**config.mk**
```make
export PLATFORM = sky130hd
export DESIGN_NAME = sbuf_uart
export DESIGN_NICKNAME = d
export VERILOG_FILES = /design/src/rtl/sbuf_uart_pkg.sv /design/src/rtl/sbuf_uart_tx.sv /design/src/rtl/sbuf_uart_rx.sv /design/src/rtl/sbuf_uart_regs.sv /design/src/rtl/sbuf_uart.sv
export SDC_FILE = /design/constraint.sdc
export NUM_CORES = 1
export LEC_CHECK = 0
export ABC_CLOCK_PERIOD_IN_PS = 12000
export BUFFER_PORTS_ARGS = -buffer_cell sky130_fd_sc_hd__buf_2
export CORE_AREA = 2 2 189 135
export CTS_CLUSTER_SIZE = 40
export DETAILED_ROUTE_END_ITERATION = 12
export DIE_AREA = 0 0 191 137
export HOLD_SLACK_MARGIN = 0.02
export SLEW_MARGIN = 20
export SYNTH_ARGS = -nofsm -noshare
export SYNTH_HDL_FRONTEND = slang
export SYNTH_SLANG_ARGS = --single-unit
```
**constraint.sdc**
```tcl
create_clock -name clk -period 12 [get_ports clk]
set_input_delay 0.6 -clock clk [delete_from_list [all_inputs] [get_ports clk]]
set_output_delay 0.6 -clock clk [all_outputs]
set_load 0.03 [all_outputs]
```
**src/rtl/sbuf_uart_pkg.sv**
```systemverilog
package sbuf_uart_pkg;

    localparam int ADDR_W    = 5;
    localparam int DATA_BITS = 8;

    localparam logic [ADDR_W-1:0] OFF_BYTE  = 5'h00;
    localparam logic [ADDR_W-1:0] OFF_STATE = 5'h04;
    localparam logic [ADDR_W-1:0] OFF_CTRL  = 5'h08;
    localparam logic [ADDR_W-1:0] OFF_FLAGS = 5'h0C;
    localparam logic [ADDR_W-1:0] OFF_DIV   = 5'h10;

    // control bit positions
    localparam int CB_TX_EN     = 0;
    localparam int CB_RX_EN     = 1;
    localparam int CB_TX_IE     = 2;
    localparam int CB_RX_IE     = 3;
    localparam int CB_TX_OVR_IE = 4;
    localparam int CB_RX_OVR_IE = 5;
    localparam int CTRL_W       = 6;

    // flag positions shared by state and interrupt registers
    localparam int FB_TX     = 0;
    localparam int FB_RX     = 1;
    localparam int FB_TX_OVR = 2;
    localparam int FB_RX_OVR = 3;
    localparam int FLAG_W    = 4;

    typedef enum logic [1:0] {
        TX_IDLE,
        TX_START,
        TX_DATA,
        TX_STOP
    } tx_state_e;

    typedef enum logic [1:0] {
        RX_IDLE,
        RX_START,
        RX_DATA,
        RX_STOP
    } rx_state_e;

endpackage

```
**src/rtl/sbuf_uart_tx.sv**
```systemverilog
module sbuf_uart_tx
    import sbuf_uart_pkg::*;
#(
    parameter int DIV_W = 21
) (
    input  logic                 clk,
    input  logic                 rst_n,
    input  logic                 en,
    input  logic [DIV_W-1:0]     div,
    input  logic                 buf_full,
    input  logic [DATA_BITS-1:0] buf_byte,
    output logic                 take,
    output logic                 busy,
    output logic                 txd
);

    localparam int BIT_W = $clog2(DATA_BITS);

    tx_state_e             state_q, state_d;
    logic [DIV_W-1:0]      cnt_q;
    logic [BIT_W-1:0]      bit_q;
    logic [DATA_BITS-1:0]  shift_q;
    logic                  bit_end;
    logic                  last_bit;

    assign bit_end  = (cnt_q >= div - 1'b1);
    assign last_bit = (bit_q == BIT_W'(DATA_BITS - 1));

    // next state
    always_comb begin
        state_d = state_q;
        unique case (state_q)
            TX_IDLE:  if (en && buf_full)      state_d = TX_START;
            TX_START: if (bit_end)             state_d = TX_DATA;
            TX_DATA:  if (bit_end && last_bit) state_d = TX_STOP;
            TX_STOP:  if (bit_end)             state_d = TX_IDLE;
        endcase
    end

    // state register
    always_ff @(posedge clk or negedge rst_n) begin
        if (!rst_n) state_q <= TX_IDLE;
        else        state_q <= state_d;
    end

    // bit timing and shifter
    always_ff @(posedge clk or negedge rst_n) begin
        if (!rst_n) begin
            cnt_q   <= '0;
            bit_q   <= '0;
            shift_q <= '1;
        end else begin
            if (state_q == TX_IDLE || bit_end) cnt_q <= '0;
            else                               cnt_q <= cnt_q + 1'b1;

            if (state_q != TX_DATA)  bit_q <= '0;
            else if (bit_end)        bit_q <= bit_q + 1'b1;

            if (take)                               shift_q <= buf_byte;
            else if (state_q == TX_DATA && bit_end) shift_q <= shift_q >> 1;
        end
    end

    // outputs
    always_comb begin
        take = 1'b0;
        busy = 1'b1;
        txd  = 1'b1;
        unique case (state_q)
            TX_IDLE: begin
                busy = 1'b0;
                take = en && buf_full;
            end
            TX_START: txd = 1'b0;
            TX_DATA:  txd = shift_q[0];
            TX_STOP:  txd = 1'b1;
        endcase
    end

endmodule

```
**src/rtl/sbuf_uart_rx.sv**
```systemverilog
module sbuf_uart_rx
    import sbuf_uart_pkg::*;
#(
    parameter int DIV_W = 21
) (
    input  logic                 clk,
    input  logic                 rst_n,
    input  logic                 en,
    input  logic [DIV_W-1:0]     div,
    input  logic                 line,
    output logic                 load,
    output logic [DATA_BITS-1:0] rx_byte
);

    localparam int BIT_W = $clog2(DATA_BITS);

    rx_state_e             state_q, state_d;
    logic [DIV_W-1:0]      cnt_q;
    logic [BIT_W-1:0]      bit_q;
    logic [DATA_BITS-1:0]  shift_q;
    logic                  prev_q;
    logic                  fall;
    logic                  bit_end;
    logic                  mid_hit;
    logic                  last_bit;
    logic                  advance;

    assign fall     = prev_q && !line;
    assign bit_end  = (cnt_q >= div - 1'b1);
    assign mid_hit  = (cnt_q >= (div >> 1) - 1'b1);
    assign last_bit = (bit_q == BIT_W'(DATA_BITS - 1));

    // next state
    always_comb begin
        state_d = state_q;
        advance = 1'b0;
        unique case (state_q)
            RX_IDLE:  if (en && fall) state_d = RX_START;
            RX_START: begin
                advance = mid_hit;
                if (mid_hit) state_d = line ? RX_IDLE : RX_DATA;
            end
            RX_DATA: begin
                advance = bit_end;
                if (bit_end && last_bit) state_d = RX_STOP;
            end
            RX_STOP: begin
                advance = bit_end;
                if (bit_end) state_d = RX_IDLE;
            end
        endcase
    end

    // state register
    always_ff @(posedge clk or negedge rst_n) begin
        if (!rst_n) state_q <= RX_IDLE;
        else        state_q <= state_d;
    end

    // timing, edge detect and shifter
    always_ff @(posedge clk or negedge rst_n) begin
        if (!rst_n) begin
            cnt_q   <= '0;
            bit_q   <= '0;
            shift_q <= '0;
            prev_q  <= 1'b1;
        end else begin
            prev_q <= line;

            if (state_q == RX_IDLE || advance) cnt_q <= '0;
            else                               cnt_q <= cnt_q + 1'b1;

            if (state_q != RX_DATA) bit_q <= '0;
            else if (bit_end)       bit_q <= bit_q + 1'b1;

            if (state_q == RX_DATA && bit_end)
                shift_q <= {line, shift_q[DATA_BITS-1:1]};
        end
    end

    // outputs
    always_comb begin
        load    = (state_q == RX_STOP) && bit_end && line;
        rx_byte = shift_q;
    end

endmodule

```
**src/rtl/sbuf_uart_regs.sv**
```systemverilog
module sbuf_uart_regs
    import sbuf_uart_pkg::*;
#(
    parameter int DIV_W   = 21,
    parameter int DIV_MIN = 16
) (
    input  logic                 clk,
    input  logic                 rst_n,
    input  logic                 wr_en,
    input  logic                 rd_en,
    input  logic [ADDR_W-1:0]    addr,
    input  logic [31:0]          wdata,
    input  logic                 tx_take,
    input  logic                 rx_load,
    input  logic [DATA_BITS-1:0] rx_byte,
    output logic [31:0]          rdata,
    output logic [CTRL_W-1:0]    ctrl,
    output logic [DIV_W-1:0]     div,
    output logic                 tx_full,
    output logic [DATA_BITS-1:0] tx_byte,
    output logic                 rx_full,
    output logic [1:0]           ovr,
    output logic                 irq_tx,
    output logic                 irq_rx,
    output logic                 irq_ovr
);

    localparam logic [DIV_W-1:0] DIV_FLOOR = DIV_W'(DIV_MIN);

    logic [DATA_BITS-1:0] rx_hold_q;
    logic [FLAG_W-1:0]    flags_q;
    logic                 wr_byte, wr_state, wr_ctrl, wr_flags, wr_div;
    logic                 rd_byte;
    logic                 rx_busy_slot;
    logic [DIV_W-1:0]     div_in;
    logic                 unused_wdata;

    assign wr_byte  = wr_en && (addr == OFF_BYTE);
    assign wr_state = wr_en && (addr == OFF_STATE);
    assign wr_ctrl  = wr_en && (addr == OFF_CTRL);
    assign wr_flags = wr_en && (addr == OFF_FLAGS);
    assign wr_div   = wr_en && (addr == OFF_DIV);
    assign rd_byte  = rd_en && (addr == OFF_BYTE);
    assign div_in   = wdata[DIV_W-1:0];
    assign rx_busy_slot = rx_full && !rd_byte;
    assign unused_wdata = ^wdata[31:DIV_W];

    always_ff @(posedge clk or negedge rst_n) begin
        if (!rst_n) begin
            ctrl      <= '0;
            div       <= DIV_FLOOR;
            tx_full   <= 1'b0;
            tx_byte   <= '0;
            rx_full   <= 1'b0;
            rx_hold_q <= '0;
            ovr       <= '0;
            flags_q   <= '0;
        end else begin
            if (wr_ctrl) ctrl <= wdata[CTRL_W-1:0];
            if (wr_div)  div  <= (div_in < DIV_FLOOR) ? DIV_FLOOR : div_in;

            // clears first, event sets below take precedence
            if (wr_state) begin
                if (wdata[FB_TX_OVR]) ovr[0] <= 1'b0;
                if (wdata[FB_RX_OVR]) ovr[1] <= 1'b0;
            end
            if (wr_flags) flags_q <= flags_q & ~wdata[FLAG_W-1:0];

            // transmit holding buffer
            if (tx_take) begin
                tx_full        <= 1'b0;
                flags_q[FB_TX] <= 1'b1;
            end
            if (wr_byte) begin
                if (tx_full) begin
                    ovr[0]             <= 1'b1;
                    flags_q[FB_TX_OVR] <= 1'b1;
                end else begin
                    tx_byte <= wdata[DATA_BITS-1:0];
                    tx_full <= 1'b1;
                end
            end

            // receive holding buffer
            if (rd_byte) rx_full <= 1'b0;
            if (rx_load) begin
                if (rx_busy_slot) begin
                    ovr[1]             <= 1'b1;
                    flags_q[FB_RX_OVR] <= 1'b1;
                end else begin
                    rx_hold_q      <= rx_byte;
                    rx_full        <= 1'b1;
                    flags_q[FB_RX] <= 1'b1;
                end
            end
        end
    end

    always_comb begin
        rdata = '0;
        case (addr)
            OFF_BYTE:  rdata[DATA_BITS-1:0] = rx_hold_q;
            OFF_STATE: rdata[FLAG_W-1:0]    = {ovr[1], ovr[0], rx_full, tx_full};
            OFF_CTRL:  rdata[CTRL_W-1:0]    = ctrl;
            OFF_FLAGS: rdata[FLAG_W-1:0]    = flags_q;
            OFF_DIV:   rdata[DIV_W-1:0]     = div;
            default:   rdata = '0;
        endcase
    end

    assign irq_tx  = flags_q[FB_TX] && ctrl[CB_TX_IE];
    assign irq_rx  = flags_q[FB_RX] && ctrl[CB_RX_IE];
    assign irq_ovr = (flags_q[FB_TX_OVR] && ctrl[CB_TX_OVR_IE]) ||
                     (flags_q[FB_RX_OVR] && ctrl[CB_RX_OVR_IE]);

endmodule

```
**src/rtl/sbuf_uart.sv**
```systemverilog
module sbuf_uart
    import sbuf_uart_pkg::*;
#(
    parameter int DIV_W       = 21,
    parameter int DIV_MIN     = 16,
    parameter int SYNC_STAGES = 2
) (
    input  logic              clk,
    input  logic              rst_n,
    input  logic              psel,
    input  logic              penable,
    input  logic              pwrite,
    input  logic [ADDR_W-1:0] paddr,
    input  logic [31:0]       pwdata,
    output logic [31:0]       prdata,
    input  logic              rxd,
    output logic              txd,
    output logic              irq_tx,
    output logic              irq_rx,
    output logic              irq_ovr
);

    logic                   wr_en, rd_en;
    logic [CTRL_W-1:0]      ctrl;
    logic [DIV_W-1:0]       div;
    logic                   tx_full, tx_take, tx_busy;
    logic [DATA_BITS-1:0]   tx_byte;
    logic                   rx_full, rx_load;
    logic [DATA_BITS-1:0]   rx_byte;
    logic [1:0]             ovr;
    logic [SYNC_STAGES-1:0] sync_q;
    logic                   rx_line;

    assign wr_en = psel && penable && pwrite;
    assign rd_en = psel && penable && !pwrite;

    always_ff @(posedge clk or negedge rst_n) begin
        if (!rst_n) sync_q <= '1;
        else        sync_q <= {sync_q[SYNC_STAGES-2:0], rxd};
    end
    assign rx_line = sync_q[SYNC_STAGES-1];

    sbuf_uart_regs #(.DIV_W(DIV_W), .DIV_MIN(DIV_MIN)) i_regs (
        .clk     (clk),
        .rst_n   (rst_n),
        .wr_en   (wr_en),
        .rd_en   (rd_en),
        .addr    (paddr),
        .wdata   (pwdata),
        .tx_take (tx_take),
        .rx_load (rx_load),
        .rx_byte (rx_byte),
        .rdata   (prdata),
        .ctrl    (ctrl),
        .div     (div),
        .tx_full (tx_full),
        .tx_byte (tx_byte),
        .rx_full (rx_full),
        .ovr     (ovr),
        .irq_tx  (irq_tx),
        .irq_rx  (irq_rx),
        .irq_ovr (irq_ovr)
    );

    sbuf_uart_tx #(.DIV_W(DIV_W)) i_tx (
        .clk      (clk),
        .rst_n    (rst_n),
        .en       (ctrl[CB_TX_EN]),
        .div      (div),
        .buf_full (tx_full),
        .buf_byte (tx_byte),
        .take     (tx_take),
        .busy     (tx_busy),
        .txd      (txd)
    );

    sbuf_uart_rx #(.DIV_W(DIV_W)) i_rx (
        .clk     (clk),
        .rst_n   (rst_n),
        .en      (ctrl[CB_RX_EN]),
        .div     (div),
        .line    (rx_line),
        .load    (rx_load),
        .rx_byte (rx_byte)
    );

endmodule

```
# Word level (Yosys, flattened, before mapping)
# Index checks and enable logic that the tools add are counted.
dict set report op_classes {
  n_addsub 6
  magnitude_cmp 4
  n_eq_ne 22
  n_mux 48
  bitwise 4
  n_reduce_logical 41
}
# cell n
set op_table {}
lappend op_table {{21-bit greater-or-equal comparator} 3}
lappend op_table {{21-bit 2-to-1 mux} 3}
lappend op_table {{21-bit by 1-bit adder with 21-bit output (second input constant)} 2}
lappend op_table {{1-bit logical AND} 23}
lappend op_table {{21-bit by 5-bit < comparator with 1-bit output (second input constant)} 1}
lappend op_table {{20-bit by 1-bit subtractor with 21-bit output (second input constant)} 1}
lappend op_table {{21-bit by 1-bit subtractor with 21-bit output (second input constant)} 1}
lappend op_table {{1-bit 2-to-1 mux} 20}
lappend op_table {{2-bit 2-to-1 mux} 10}
lappend op_table {{4-bit one-hot mux with 5 select lines} 1}
lappend op_table {{8-bit 2-to-1 mux} 2}
lappend op_table {{2-bit one-hot mux with 4 select lines} 2}
lappend op_table {{2-bit by 1-bit != test with 1-bit output (second input constant)} 7}
lappend op_table {{13-bit 2-to-1 mux} 1}
lappend op_table {{3-bit 2-to-1 mux} 4}
lappend op_table {{5-bit by 4-bit == test with 1-bit output (second input constant)} 2}
lappend op_table {{2-bit == test (second input constant)} 4}
lappend op_table {{4-bit AND reduction} 2}
lappend op_table {{2-bit nonzero test} 4}
lappend op_table {{3-bit by 1-bit adder with 3-bit output (second input constant)} 2}
lappend op_table {{3-bit == test (second input constant)} 2}
lappend op_table {{2-bit != test (second input constant)} 3}
lappend op_table {{2-bit one-hot mux with 3 select lines} 1}
lappend op_table {{5-bit by 3-bit == test with 1-bit output (second input constant)} 1}
lappend op_table {{14 further kinds} 23}
dict set report totals {
  reg_bits 122
  input_bits 43
  output_inout_bits 36
}

# Depth between registers and ports, before layout
dict set report logic_depth {
  depth_word 7
  mapped_depth 21
}

# Modules after synthesis
# From an unflattened synthesis, not the netlist that was laid out.
dict set report unflattened {
  cells_unflattened 860
  hier_area_um2 8338.0
}
# module n_inst cells_each area_each_um2 seq_area_each_um2
set modules_own_cells {}
lappend modules_own_cells {sbuf_uart_rx 1 355 3146.8 877.1}
lappend modules_own_cells {sbuf_uart_tx 1 295 2710.1 860.8}
lappend modules_own_cells {sbuf_uart_regs 1 206 2412.3 1277.5}
lappend modules_own_cells {sbuf_uart 1 4 68.8 52.6}

# Worst setup path after synthesis
# OpenSTA, ideal clock, no wires.
dict set report synth_timing {
  path_kind {flip-flop to flip-flop}
  start {reg i_regs.div[2]}
  end {reg i_tx.shift_q[0]}
  arrival_ps 3947
  required_time_ps 11918
  slack_ps 7971
  stages_incl_launch_ff 20
  path_buffers 2
  period_less_slack_ps 4029
  cell_sequence {dfrtp_1 -> clkbuf_1 -> inv_1 -> ha_1 -> nand2b_1 -> nor2_1 -> nand2_1 -> or2_2 -> clkbuf_1 -> nor4_1 -> xnor2_1 -> ha_1 -> and4_1 -> o2111ai_1 -> a41oi_1 -> o21ai_0 -> a221oi_2 -> nor3_4 -> o21ai_4 -> mux2_4}
}
dict set report synth_between {
  elab_chain_cells 4
}
# element line_no
set synth_rtl {}
lappend synth_rtl {{from (decl)} sbuf_uart_regs.sv:18} ;# output logic [DIV_W-1:0] div,
lappend synth_rtl {{from (signal assigned)} sbuf_uart_regs.sv:60} ;# if (wr_div) div <= (div_in < DIV_FLOOR) ? DIV_FLOOR : div_in;
lappend synth_rtl {{21-bit by 1-bit subtractor with 21-bit output} sbuf_uart_tx.sv:26} ;# assign bit_end = (cnt_q >= div - 1'b1);
lappend synth_rtl {{21-bit greater-or-equal comparator} sbuf_uart_tx.sv:26}
lappend synth_rtl {{1-bit logical AND} sbuf_uart_tx.sv:60} ;# else if (state_q == TX_DATA && bit_end) shift_q <= shift_q >> 1;
lappend synth_rtl {{2-bit nonzero test (no source line)} --}
lappend synth_rtl {{to (signal assigned)} sbuf_uart_tx.sv:59} ;# if (take) shift_q <= buf_byte;
lappend synth_rtl {{to (signal assigned)} sbuf_uart_tx.sv:60}
lappend synth_rtl {{to (decl)} sbuf_uart_tx.sv:22} ;# logic [DATA_BITS-1:0] shift_q;
# Every way passes these cells.
# A chain may end at the register's enable or synchronous reset.

# Final worst setup path
dict set report layout_timing {
  start {reg i_regs.div[7]}
  end {reg i_tx.cnt_q[12]}
}
dict set report layout_between {
  elab_chain_cells 4
}
# element line_no
set layout_rtl {}
lappend layout_rtl {{21-bit by 1-bit subtractor with 21-bit output} sbuf_uart_tx.sv:26}
lappend layout_rtl {{21-bit greater-or-equal comparator} sbuf_uart_tx.sv:26}
lappend layout_rtl {{1-bit logical OR} sbuf_uart_tx.sv:53} ;# if (state_q == TX_IDLE || bit_end) cnt_q <= '0;
lappend layout_rtl {{21-bit 2-to-1 mux} sbuf_uart_tx.sv:53}
lappend layout_rtl {{to (signal assigned)} sbuf_uart_tx.sv:54} ;# else cnt_q <= cnt_q + 1'b1;
lappend layout_rtl {{to (decl)} sbuf_uart_tx.sv:20} ;# logic [DIV_W-1:0] cnt_q;
# Every way passes these cells.

==> Flow_metrics.wiki <==
{| class="wikitable"
! Metric !! Value
|-
| Synthesis-stage register bit count || 122
|-
| Clock latency reported for the late side of the worst-skew pair || approximately 0.42 ns
|-
| Hpwl dp || 14.5 mm
|-
| Highest fanout seen on the critical path || 21
|-
| Fraction of the mapped netlist area in compound gates || under 10%
|-
| Maxcap violations || 0
|-
| Layout cell share with drive strength beyond 1 || 20.9%
|-
| Startpoint of the lowest-slack register-to-register path || i_regs.div[7]
|-
| Clock transition time at the flip-flop clock pins of the worst setup and hold paths || around 0.060 ns
|-
| Power Dens Cells || roughly 160 nW/um^2
|-
| Synth top area cells || sky130_fd_sc_hd__dfrtp_1, sky130_fd_sc_hd__ha_1, sky130_fd_sc_hd__mux2_2, sky130_fd_sc_hd__xnor2_1, sky130_fd_sc_hd__nor2_1
|-
| Count of buffer and inverter cells on the critical path || 0
|-
| Setup repair after global routing missed its margin || no
|-
| Layout Area Growth over Synthesis || 14.5%
|-
| Data required time of the worst path || 12.33 ns
|-
| Area of the mapped netlist || 7720 um^2
|-
| Die X || 191 um
|-
| Multiplexer share of the synthesized area || 9.75%
|-
| Post-Synth Simple-Gate Area || roughly 19%
|-
| Number of buffers added on ports || 56
|-
| Register-to-Register Setup Slack || 7.18 ns
|-
| Global-route usage over all layers || between 10% and 20%
|-
| Max-slew violation total from the final report || 0
|-
| Core area || 24300 um^2
|-
| First-pass GRT wire length || between 30 and 40 mm
|-
| Family with the most delay on the worst path || simple AND/OR/NAND/NOR gates
|-
| Non-filler instance count after layout || between 1k and 1.5k
|-
| Slowest stage cell on the critical path || sky130_fd_sc_hd__nand2b_1
|-
| Top FF cell, synth || sky130_fd_sc_hd__dfrtp_1
|-
| Number of cells on the worst reg-to-reg path || 14
|-
| CP max stage delay || roughly 0.55 ns
|-
| Buffer type at the clock tree root || sky130_fd_sc_hd__clkbuf_16
|-
| Result of the run || finished, final reports clean
|-
| Arrival time of data at the critical path endpoint || 5.14 ns
|-
| Startpoint of the most critical setup path || i_regs.div[7]
|-
| Setup crit end || i_tx.cnt_q[12]
|-
| End of the worst register-to-register path || i_tx.cnt_q[12]
|-
| Global placer's final weighted congestion || 0.834
|-
| Final critical-path share of the clock period || 40.1%
|-
| Max IR drop VDD || 105 uV
|-
| Net total in the final layout || 929
|-
| Total detailed-routing wirelength || 19.4 mm
|-
| Longest Clk Path Bufs || 2
|-
| Hold-fix buffers at CTS || 0
|-
| Kind of capture point of the worst setup path || register
|-
| Area share of the leading cell type in the synthesized netlist || 35.7%
|-
| Chain of cells forming the critical path || nor4_1, nand3b_1, or4_1, xor2_1, ha_1, o21ai_0, o21ai_0, o211ai_1, a41oi_1, a221oi_2, a221oi_2, nor3_4, nand2b_1, nor2_1
|-
| Grt ovf || 0
|-
| Synthesized-area fraction occupied by xor and xnor cells || 8.51%
|-
| TritonCTS clock tree || yes
|-
| Post-Synth Adder-Cell Area || roughly 11%
|-
| DIE AREA || 26200 um^2
|-
| Sequential share of the synthesized area || between 30% and 40%
|-
| Final-report setup violation count || 0
|-
| Clock period minus final worst setup slack || 4.82 ns
|-
| Worst Setup Path Type || reg2reg
|-
| Number of enable-type register cells in the synthesized netlist || 0
|-
| Die outline height || 137 um
|-
| Pin count of the biggest net entering global routing || 65
|-
| Skew final || 0.00825 ns
|-
| Effective utilization at floorplan || approximately a third
|-
| Leakage dissipation || approximately 0.0043 uW
|-
| Total DRC errors in the routed layout || 0
|-
| Floorplan row count || 48
|-
| Post-cts resize count || 0
|-
| Number of DRC markers after the initial detailed-route iteration || 460
|-
| Number of global-route vias before repair || 5563
|-
| Number of warning messages in the yosys log || 0
|-
| Post-Syn Instances || 774
|-
| Mean Syn Cell Area || 9.97 um^2
|-
| Final Hold Fails || 0
|-
| Total placed cells including tap cells || 1125
|-
| Remaining antenna violation count after routing || 0
|-
| Worst Max-Slew Pin Slew || 0.932 ns
|-
| Main combinational cell family by area after synthesis || simple AND/OR/NAND/NOR gates
|-
| I/O Pins || 79
|-
| Number of levels in the clock H-tree || 4
|-
| Total CTS buffers || 17
|-
| Number of detailed-routing iterations run before antenna repair || 5
|-
| Setup_tns || 0 ns
|-
| Vias || 5885
|-
| Number of antenna violations at the first check in global routing || 1
|-
| Total setup buffers inserted after CTS || 0
|-
| Vias per cell || roughly 5
|-
| Unique cell type count in the Yosys netlist || 63
|-
| Share of async-settable or async-resettable flops after synthesis || 100%
|-
| Final hold slack || 0.250 ns
|-
| # diodes || 0
|-
| Peak Freq || 0.208 GHz
|-
| Relative max-transition margin || 37.9%
|-
| Class of the tightest hold or removal check || in2async
|-
| DR WL/cell || between 15 and 20 um
|-
| Worst path depth || 14
|-
| Number of clock sinks || around 120
|-
| Post-synth top area cell || sky130_fd_sc_hd__dfrtp_1
|-
| Critical path launch point type || register
|}
-- worst min path at each step --
stage / startpoint / to / slack (ns) / cells past startpoint
6_report: rst_n / i_rx.rx_byte[5] / 0.25 / 1
2_1_floorplan: rst_n / asynchronous set/reset pin / 0.30 / 0
3_3_place_gp: sync_q[0] / sync_q[1] / 0.35 / 0
5_1_grt: rxd / sync_q[0] / 0.27 / 1
3_5_place_dp: sync_q[0] / sync_q[1] / 0.35 / 0
4_1_cts: rxd / sync_q[0] / 0.27 / 1
-- cell usage after synthesis (all sizes together), types with 4 or more instances --
master    n
a211oi    4
a21o      8
a21oi    15
a222oi    6
a22o      7
a22oi     4
and2     24
and3     14
buf      16
clkbuf   26
dfrtp   110
dfstp    12
ha       67
inv      21
mux2     60
mux2i     5
nand2    56
nand2b    6
nand3    30
nand4    12
nor2     88
nor2b     6
nor3     23
nor4     12
o21a      4
o21ai    20
or4       7
xnor2    40
xor2     35
-- worst register-to-register path, stage by stage, from the launching register on --
cell,delay [ns]
sky130_fd_sc_hd__dfrtp_1,0.53
sky130_fd_sc_hd__nor4_1,0.48
sky130_fd_sc_hd__nand3b_1,0.39
sky130_fd_sc_hd__or4_1,0.53
sky130_fd_sc_hd__xor2_1,0.32
sky130_fd_sc_hd__ha_1,0.31
sky130_fd_sc_hd__o21ai_0,0.13
sky130_fd_sc_hd__o21ai_0,0.10
sky130_fd_sc_hd__o211ai_1,0.11
sky130_fd_sc_hd__a41oi_1,0.19
sky130_fd_sc_hd__a221oi_2,0.32
sky130_fd_sc_hd__a221oi_2,0.13
sky130_fd_sc_hd__nor3_4,0.40
sky130_fd_sc_hd__nand2b_1,0.55
sky130_fd_sc_hd__nor2_1,0.25
-- layout by cell type (no fill, tap or decap), drive strengths merged, types with 17 or more instances in the layout --
| cell | instances |
|---|---|
| dfrtp | 110 |
| nor2 | 88 |
| ha | 67 |
| mux2 | 60 |
| buf | 58 |
| nand2 | 56 |
| xnor2 | 40 |
| xor2 | 35 |
| nand3 | 30 |
| and2 | 24 |
| inv | 24 |
| nor3 | 23 |
| o21ai | 20 |
| clkbuf | 17 |
-- power by group --
group          switching [uW]  internal (uW)
registers                59.6            450
logic                     244            169
clock network             202            306
total                     506            925
-- routing by layer --
layer	wire, um	vias up	track usage (%)
met5	0	-	0
met4	98	0	2.93
met3	1180	11	3.13
met2	7490	147	19.8
met1	10600	2905	25.8
li1	-	2822	-
-- layout make-up --
class,instances,area [um^2]
multi-input combinational,599,4410
timing repair buffer,58,298
clock buffer,17,425
fill,2438,15500
inverter,21,78.8
clock inverter,14,149
tap,325,407
sequential,122,3070
-- sequential cells by signal (all words and copies together), names as in the netlist, 4 cells and up, named ones only --
signal and count:
i_regs.tx_byte 8, i_regs.flags_q 4, i_regs.rx_hold_q 8, i_regs.ctrl 6, i_rx.rx_byte 8, i_rx.cnt_q 21, i_tx.shift_q 8, i_tx.cnt_q 21
i_regs.div 21
-- cells by family after synthesis --
logic type,Yosys count
other cells,1
flops,122
xor+xnor,75
simple gates,289
fa+ha+maj,69
compound gates,90
mux,65
buf+inv,63
-- per-stage QoR --
step | power (uW) | utilization, % | setup WS (ns) | instance area, um^2
global placement | 914 | 34.0 | 7.32 | 8260
global route | 1530 | 36.3 | 6.64 | 8830
detailed placement | 926 | 34.0 | 7.19 | 8260
finish | 1430 | 36.3 | 7.18 | 8830
CTS | 1440 | 36.3 | 7.18 | 8830
floorplan | 812 | - | 7.97 | 7750
Note: power is estimated with default switching activity, not from simulation.
